$ cat src/rtl/uart_core_pkg.sv
package uart_core_pkg;
  typedef enum logic [2:0] {
    REG_DATA     = 3'd0,
    REG_STATUS   = 3'd1,
    REG_LEVEL    = 3'd2,
    REG_FIFOCFG  = 3'd3,
    REG_CTRL     = 3'd4,
    REG_INTCTRL  = 3'd5,
    REG_INTSTATE = 3'd6,
    REG_INTCLR   = 3'd7
  } regAddr_e;

  // strobes and enables from control to datapath
  typedef struct packed {
    logic       txPush;
    logic [7:0] txByte;
    logic       rxPop;
    logic       txFlush;
    logic       rxFlush;
    logic       txEn;
    logic       rxEn;
    logic       loopEn;
  } dpCmd_t;
endpackage

$ cat src/rtl/uart_fifo.sv
module uart_fifo #(
  parameter int DEPTH = 32,
  parameter int WIDTH = 8,
  localparam int AW = $clog2(DEPTH),
  localparam int CW = $clog2(DEPTH + 1)
) (
  input  logic             clk,
  input  logic             rstN,
  input  logic             flush,
  input  logic             push,
  input  logic             pop,
  input  logic [WIDTH-1:0] din,
  output logic [WIDTH-1:0] dout,
  output logic [CW-1:0]    count
);
  logic [WIDTH-1:0] mem [DEPTH];
  logic [AW-1:0] wrPtr, rdPtr;
  logic doPush, doPop;

  assign doPush = push && (count != CW'(DEPTH));
  assign doPop  = pop && (count != '0);
  assign dout   = mem[rdPtr];

  always_ff @(posedge clk or negedge rstN) begin
    if (!rstN) begin
      wrPtr <= '0;
      rdPtr <= '0;
      count <= '0;
    end else if (flush) begin
      wrPtr <= '0;
      rdPtr <= '0;
      count <= '0;
    end else begin
      if (doPush) wrPtr <= (wrPtr == AW'(DEPTH - 1)) ? '0 : wrPtr + 1'b1;
      if (doPop)  rdPtr <= (rdPtr == AW'(DEPTH - 1)) ? '0 : rdPtr + 1'b1;
      count <= count + CW'(doPush) - CW'(doPop);
    end
  end

  always_ff @(posedge clk) begin
    if (doPush && !flush) mem[wrPtr] <= din;
  end


  no_overflow_chk: assert property (@(posedge clk) disable iff (!rstN)
    (push && !pop && !flush && count == CW'(DEPTH)) |=> $stable(count));

  no_underflow_chk: assert property (@(posedge clk) disable iff (!rstN)
    (pop && !push && !flush && count == '0) |=> count == '0);
endmodule

$ cat src/rtl/uart_datapath.sv
module uart_datapath
  import uart_core_pkg::*;
#(
  parameter int DEPTH = 32,
  localparam int CW = $clog2(DEPTH + 1)
) (
  input  logic          clk,
  input  logic          rstN,
  input  logic          tick,
  input  dpCmd_t        cmd,
  input  logic          rxPin,
  output logic          txPin,
  output logic [CW-1:0] txCount,
  output logic [CW-1:0] rxCount,
  output logic [7:0]    rxHead,
  output logic          txBusy
);
  typedef enum logic [1:0] {RX_IDLE, RX_START, RX_DATA, RX_STOP} rxState_e;

  logic [7:0] txData;
  logic [8:0] txShift;
  logic [3:0] txTick, txBit;
  logic       txLine, txPop;

  logic       rxMeta, rxSync, rxLine, rxPush;
  rxState_e   rxState;
  logic [3:0] rxTick;
  logic [2:0] rxBit;
  logic [7:0] rxShift;

  uart_fifo #(.DEPTH(DEPTH), .WIDTH(8)) u_txFifo (
    .clk(clk), .rstN(rstN), .flush(cmd.txFlush), .push(cmd.txPush),
    .pop(txPop), .din(cmd.txByte), .dout(txData), .count(txCount));

  uart_fifo #(.DEPTH(DEPTH), .WIDTH(8)) u_rxFifo (
    .clk(clk), .rstN(rstN), .flush(cmd.rxFlush), .push(rxPush),
    .pop(cmd.rxPop), .din(rxShift), .dout(rxHead), .count(rxCount));

  // serializer
  assign txPop = !txBusy && cmd.txEn && !cmd.txFlush && (txCount != '0);
  assign txPin = txLine;

  always_ff @(posedge clk or negedge rstN) begin
    if (!rstN) begin
      txBusy  <= 1'b0;
      txLine  <= 1'b1;
      txShift <= '1;
      txTick  <= '0;
      txBit   <= '0;
    end else if (txPop) begin
      txBusy  <= 1'b1;
      txLine  <= 1'b0;
      txShift <= {1'b1, txData};
      txTick  <= '0;
      txBit   <= '0;
    end else if (txBusy && tick) begin
      txTick <= txTick + 1'b1;
      if (txTick == 4'd15) begin
        if (txBit == 4'd9) begin
          txBusy <= 1'b0;
          txLine <= 1'b1;
        end else begin
          txLine  <= txShift[0];
          txShift <= {1'b1, txShift[8:1]};
          txBit   <= txBit + 1'b1;
        end
      end
    end
  end

  // deserializer
  assign rxLine = cmd.loopEn ? txLine : rxSync;
  assign rxPush = (rxState == RX_STOP) && tick && (rxTick == 4'd15) && rxLine && cmd.rxEn;

  always_ff @(posedge clk or negedge rstN) begin
    if (!rstN) begin
      rxMeta  <= 1'b1;
      rxSync  <= 1'b1;
      rxState <= RX_IDLE;
      rxTick  <= '0;
      rxBit   <= '0;
      rxShift <= '0;
    end else begin
      rxMeta <= rxPin;
      rxSync <= rxMeta;
      case (rxState)
        RX_IDLE: if (cmd.rxEn && !rxLine) begin
          rxState <= RX_START;
          rxTick  <= '0;
        end
        RX_START: if (tick) begin
          if (rxLine) rxState <= RX_IDLE;
          else if (rxTick == 4'd7) begin
            rxState <= RX_DATA;
            rxTick  <= '0;
            rxBit   <= '0;
          end else rxTick <= rxTick + 1'b1;
        end
        RX_DATA: if (tick) begin
          rxTick <= rxTick + 1'b1;
          if (rxTick == 4'd15) begin
            rxShift <= {rxLine, rxShift[7:1]};
            rxBit   <= rxBit + 1'b1;
            if (rxBit == 3'd7) rxState <= RX_STOP;
          end
        end
        default: if (tick) begin
          rxTick <= rxTick + 1'b1;
          if (rxTick == 4'd15) rxState <= RX_IDLE;
        end
      endcase
    end
  end


  tx_idle_high_chk: assert property (@(posedge clk) disable iff (!rstN)
    !txBusy |-> txPin);

  tx_start_low_chk: assert property (@(posedge clk) disable iff (!rstN)
    $rose(txBusy) |-> !txPin);

  rx_stop_high_chk: assert property (@(posedge clk) disable iff (!rstN)
    (rxState == RX_STOP && tick && rxTick == 4'd15 && !rxLine) |=> $stable(rxCount) || $past(cmd.rxPop) || $past(cmd.rxFlush));
endmodule

$ cat src/rtl/uart_ctrl.sv
module uart_ctrl
  import uart_core_pkg::*;
#(
  parameter int DEPTH = 32,
  localparam int CW = $clog2(DEPTH + 1)
) (
  input  logic          clk,
  input  logic          rstN,
  input  logic          wrEn,
  input  logic          rdEn,
  input  logic [2:0]    addr,
  input  logic [31:0]   wrData,
  output logic [31:0]   rdData,
  output dpCmd_t        cmd,
  input  logic [CW-1:0] txCount,
  input  logic [CW-1:0] rxCount,
  input  logic [7:0]    rxHead,
  input  logic          txBusy,
  output logic          txIrq,
  output logic          rxIrq
);
  regAddr_e   regSel;
  logic       txEn, rxEn, loopEn, txIe, rxIe;
  logic [1:0] rxCode, txCode;
  logic       txPend, rxPend, txPrev;
  logic [CW-1:0] rxThr, txThr;
  logic       txCond, rxCond, txSet, rxSet, txClr, rxClr, forceWr, clearWr;
  logic       unusedWrBits;

  assign regSel       = regAddr_e'(addr);
  assign unusedWrBits = ^wrData[31:8];

  assign cmd.txPush  = wrEn && regSel == REG_DATA;
  assign cmd.txByte  = wrData[7:0];
  assign cmd.rxPop   = rdEn && regSel == REG_DATA;
  assign cmd.rxFlush = wrEn && regSel == REG_FIFOCFG && wrData[0];
  assign cmd.txFlush = wrEn && regSel == REG_FIFOCFG && wrData[1];
  assign cmd.txEn    = txEn;
  assign cmd.rxEn    = rxEn;
  assign cmd.loopEn  = loopEn;

  assign rxThr  = (rxCode == 2'd0) ? CW'(1) : CW'(DEPTH >> (32'd4 - 32'(rxCode)));
  assign txThr  = (txCode == 2'd0) ? CW'(0) : CW'(DEPTH >> (32'd4 - 32'(txCode)));
  assign rxCond = rxCount >= rxThr;
  assign txCond = txCount <= txThr;

  assign forceWr = wrEn && regSel == REG_INTSTATE;
  assign clearWr = wrEn && regSel == REG_INTCLR;
  assign txSet   = (txCond && !txPrev) || (forceWr && wrData[0]);
  assign rxSet   = rxCond || (forceWr && wrData[1]);
  assign txClr   = clearWr && wrData[0];
  assign rxClr   = clearWr && wrData[1];

  assign txIrq = txPend && txIe;
  assign rxIrq = rxPend && rxIe;

  always_ff @(posedge clk or negedge rstN) begin
    if (!rstN) begin
      {txEn, rxEn, loopEn, txIe, rxIe} <= '0;
      rxCode <= '0;
      txCode <= '0;
      txPend <= 1'b0;
      rxPend <= 1'b0;
      txPrev <= 1'b1;
    end else begin
      txPrev <= txCond;
      txPend <= txSet ? 1'b1 : (txClr ? 1'b0 : txPend);
      rxPend <= rxSet ? 1'b1 : (rxClr ? 1'b0 : rxPend);
      if (wrEn) begin
        case (regSel)
          REG_FIFOCFG: begin
            rxCode <= wrData[3:2];
            txCode <= wrData[6:5];
          end
          REG_CTRL:    {loopEn, rxEn, txEn} <= wrData[2:0];
          REG_INTCTRL: {rxIe, txIe} <= wrData[1:0];
          default: ;
        endcase
      end
    end
  end

  always_comb begin
    rdData = '0;
    case (regSel)
      REG_DATA:     rdData = {24'b0, (rxCount != '0) ? rxHead : 8'h00};
      REG_STATUS:   rdData = {26'b0, (txCount == '0) && !txBusy, 4'b0, txCount == CW'(DEPTH)};
      REG_LEVEL:    rdData = (32'(rxCount) << 6) | 32'(txCount);
      REG_FIFOCFG:  rdData = {25'b0, txCode, 1'b0, rxCode, 2'b00};
      REG_CTRL:     rdData = {29'b0, loopEn, rxEn, txEn};
      REG_INTCTRL:  rdData = {30'b0, rxIe, txIe};
      REG_INTSTATE: rdData = {30'b0, rxPend, txPend};
      default:      rdData = '0;
    endcase
  end


  tx_sit_no_set_chk: assert property (@(posedge clk) disable iff (!rstN)
    (txCond && txPrev && !forceWr && !txPend) |=> !txPend);

  tx_clear_chk: assert property (@(posedge clk) disable iff (!rstN)
    (txClr && !(txCond && !txPrev)) |=> !txPend);

  rx_level_set_chk: assert property (@(posedge clk) disable iff (!rstN)
    rxCond |=> rxPend);
endmodule

$ cat src/rtl/uart_fifo_core.sv
module uart_fifo_core
  import uart_core_pkg::*;
#(
  parameter int DEPTH = 32,
  localparam int CW = $clog2(DEPTH + 1)
) (
  input  logic        clk,
  input  logic        rstN,
  input  logic        tick16,
  input  logic        busWrEn,
  input  logic        busRdEn,
  input  logic [2:0]  busAddr,
  input  logic [31:0] busWrData,
  output logic [31:0] busRdData,
  input  logic        rxPin,
  output logic        txPin,
  output logic        txIrq,
  output logic        rxIrq
);
  dpCmd_t        cmd;
  logic [CW-1:0] txCount, rxCount;
  logic [7:0]    rxHead;
  logic          txBusy;

  uart_ctrl #(.DEPTH(DEPTH)) u_ctrl (
    .clk(clk), .rstN(rstN), .wrEn(busWrEn), .rdEn(busRdEn), .addr(busAddr),
    .wrData(busWrData), .rdData(busRdData), .cmd(cmd), .txCount(txCount),
    .rxCount(rxCount), .rxHead(rxHead), .txBusy(txBusy), .txIrq(txIrq), .rxIrq(rxIrq));

  uart_datapath #(.DEPTH(DEPTH)) u_datapath (
    .clk(clk), .rstN(rstN), .tick(tick16), .cmd(cmd), .rxPin(rxPin), .txPin(txPin),
    .txCount(txCount), .rxCount(rxCount), .rxHead(rxHead), .txBusy(txBusy));
endmodule

$ cat config.mk
export PLATFORM = sky130hd
export DESIGN_NAME = uart_fifo_core
export DESIGN_NICKNAME = d
export VERILOG_FILES = /design/src/rtl/uart_core_pkg.sv /design/src/rtl/uart_fifo.sv /design/src/rtl/uart_datapath.sv /design/src/rtl/uart_ctrl.sv /design/src/rtl/uart_fifo_core.sv
export SDC_FILE = /design/constraint.sdc
export NUM_CORES = 1
export LEC_CHECK = 0
export CELL_PAD_IN_SITES_DETAIL_PLACEMENT = 1
export CELL_PAD_IN_SITES_GLOBAL_PLACEMENT = 1
export CORE_ASPECT_RATIO = 1.2
export CORE_MARGIN = 1
export CORE_UTILIZATION = 40
export DETAILED_ROUTE_END_ITERATION = 10
export DONT_BUFFER_PORTS = 1
export GPL_TIMING_DRIVEN = 0
export MAX_ROUTING_LAYER = met4
export PLACE_DENSITY_LB_ADDON = 0.12
export SYNTH_ARGS = -nofsm -noshare
export SYNTH_HDL_FRONTEND = slang
export SYNTH_SLANG_ARGS = --single-unit
$ cat constraint.sdc
create_clock -name clk -period 4.6 [get_ports clk]
set_clock_uncertainty 0.15 [all_clocks]
set_input_delay 0.92 -clock clk [delete_from_list [all_inputs] [get_ports clk]]
set_output_delay 0.92 -clock clk [all_outputs]
set_load 0.01 [all_outputs]
==> results_dict.tcl <==
set metrics [dict create \
    hp-class "in2async" \
    synth_edf_count 512 \
    routed_wl_um 63800 \
    fill_cells 5813 \
    drc_errors 0 \
    status "completed" \
    p_leak_nw 9.79 \
    die_x_um 230 \
    fin_crit_ns 4.41 \
    fin_cells 2401 \
    cts-root-buf "clkbuf_16" \
    areaGrowthSynthToFinish_pct 12.4 \
    die-area_um2 63100 \
    pwr-share-clk_pct 35.2 \
    synthDistinctLibCells 70 \
    worstPathCellList "buf_4, buf_2, mux4_2, o22ai_1, nor3_2, nor3_2, o22ai_1" \
    max_stage_delay_ns 0.56 \
    synth_area_um2 24900 \
    die_y_um 275 \
    grt_max_degree 82 \
    p_int_mw 10.0 \
    worstSkewPairLatency_ns 0.63 \
    ff_latch_area_um2 17400 \
    slew_violations 0 \
    swShare_pct 27.9 \
    cap_violations 0 \
    crit_fanout 10 \
    place_congestion 0.833 \
    synthSimpleGateAreaFrac_pct 6.34 \
    diodes 0 \
    ctsLongestPathBuffers 3 \
    htreeDepth 2 \
    drive_gt1_share_pct 18.4 \
    hpwl_um 42700 \
    netSwitchingPower_mw 3.87 \
    vias_per_cell 5.52 \
    avgSynthCellArea_um2 17.0 \
    worst_slew_pin_slew_ns 1.34 \
    crit_family "buffers and inverters" \
    grt_pass1_wl_um 94700 \
    synth_xor_area_share_pct 0.352 \
    wire_per_inst_um 26.6 \
    min_period_over_period_pct 95.8 \
    path_buf_inv 2 \
    grt_pass1_vias 14100 \
    layout_common_cells "edfxtp_1, nor2_1, mux4_2, dfrtp_1" \
    yosysWarnings 0 \
    relSlewSlack_pct 10.7 \
    cts_tree "built" \
    start_kind "flip-flop" \
    synth-async-reset-ratio_pct 13.7 \
    cp-end-kind "primary output" \
    ys_seq_area_share_pct 70.1 \
    overflow 0 \
    grt_antenna_before_repair 0 \
    first_pass_iters 5 \
    arrival_ns 3.34 \
    p_seq_share_pct 45.3 \
    worstPathRequired_ns 3.53 \
    p_total_mw 13.9 \
    synth_flop_cell "edfxtp_1" \
    max_freq_ghz 0.227 \
    rows 99 \
    rsz0062_at_grt "false" \
    final_common_cell "edfxtp_1" \
    multi_input_area_um2 6890 \
    placed_cells 2291 \
    drt_iter0_markers 954 \
    synth_area_leader_cell "edfxtp_1" \
    vias 13200 \
    start_util_pct 40.7 \
    cts_sinks 593 \
    path_class "reg2out" \
    peakVddDrop_mv 0.326 \
    synthTopCellsByArea "edfxtp_1, mux4_2, dfrtp_1" \
    synthAdderAreaFrac_pct 2.63 \
    ant_nets 0 \
    cts_buffers 61 \
    synth_mux_area_share_pct 13.2 \
    finalSetupViolations 0 \
    grtUsageTotal_pct 21.3 \
    crit_slowest_cell "dfrtp_1" \
    clk_pin_slew_ns 0.06 \
    ys_ff_latch 593 \
    io_buffers 0 \
    finalHoldViolCount 0 \
    io_pins 76 \
    nets 1639 \
    synth_top_family_by_area "multiplexers" \
    synth_compound_gate_area_share_pct 4.73 \
    tns_ns 0 \
    p_comb_share_pct 19.5 \
    power_per_cell_area_nw_per_um2 497 \
    synth_top_area_share_pct 61.9 \
    syn_inst 1461 \
    core-area_um2 61100 \
]
## metrics by stage
stage	area [µm²]	setup WS, ns	hold slack (ns)	utilization, %
2_1_floorplan	24900	1.18	0.195	-
5_1_grt	27900	0.0101	0.0581	45.7
3_5_place_dp	25900	0.597	0.199	42.5
4_1_cts	27900	0.00124	0.0337	45.7
6_report	27900	0.193	0.0550	45.7
3_3_place_gp	25900	0.613	0.196	42.5
## sequential cells by signal, indices dropped and copies added (netlist names), 5 cells and up
register	flops
u_datapath.rxShift	8
u_datapath.txShift	8
u_datapath.u_rxFifo.count	6
u_datapath.u_rxFifo.mem	256
u_datapath.u_rxFifo.rdPtr	5
u_datapath.u_rxFifo.wrPtr	5
u_datapath.u_txFifo.count	6
u_datapath.u_txFifo.mem	256
u_datapath.u_txFifo.rdPtr	5
u_datapath.u_txFifo.wrPtr	5
## path summary, 6_finish.rpt
kind | startpoint | end | slack [ns] | cells after the start
worst max-delay path | u_datapath.u_rxFifo.rdPtr[1] | busRdData[5] | 0.19 | 7
worst min-delay path | rstN | u_datapath.u_txFifo.count[2] | 0.06 | 1
worst max register to register | u_datapath.u_txFifo.count[4] | u_datapath.u_txFifo.count[4] | 0.93 | 16
worst min register to register | u_datapath.rxMeta | u_datapath.rxSync | 0.21 | 0
max in group asynchronous | rstN | u_ctrl.txPrev | 3.87 | 1
min in group clk | rxPin | u_datapath.rxMeta | 0.14 | 0
## power groups by stage
stage | clock (mW) | sequential [mW] | combinational (mW)
5_1_grt | 5.15 | 6.32 | 2.97
2_1_floorplan | 0 | 6.30 | 1.99
4_1_cts | 4.99 | 6.29 | 2.75
3_3_place_gp | 0 | 6.40 | 2.67
3_5_place_dp | 0 | 6.40 | 2.71
6_report | 4.88 | 6.29 | 2.71
## cells in the mapped netlist, types with 27 or more instances
master	n
o21ai_0	38
dfrtp_1	69
nor2_1	122
buf_4	27
mux2i_1	61
edfxtp_1	512
clkbuf_1	27
a21oi_1	33
inv_1	32
nand2_1	48
ha_1	49
mux4_2	103
## per-layer routing
layer	vias to the layer above	part of all wire (%)	global-route usage, %
met5	-	0	-
met4	0	3.9	8.60
met3	124	3.3	3.12
met2	219	52	36.5
met1	6998	41	25.1
li1	5905	-	-
## logic make-up (layout without fill, tap and decap cells)
group,count (synthesis),count (layout)
compound gates,180,180
xor+xnor,10,10
flops,593,593
buf+inv,120,230
fa+ha+maj,51,51
simple gates,316,316
mux,189,189
other cells,2,24
## cell type report
cell class,count,share of cell area (%)
clock inverters,40,1.37
plain buffers,87,1.89
repair buffers,1,0.0985
inverters,33,0.443
well taps,808,3.62
flip-flops and latches,593,62.3
multi-input cells,770,24.7
clock buffers,69,5.57
## repair_timing
action                                  4_1_cts  5_1_grt
endpoints found under the hold margin        81        0
hold buffers                                  1        0
buffers inserted                              0        0
endpoints found under the setup margin        2        3
resized for setup                             2        3
(Power assumes the default switching activity.)
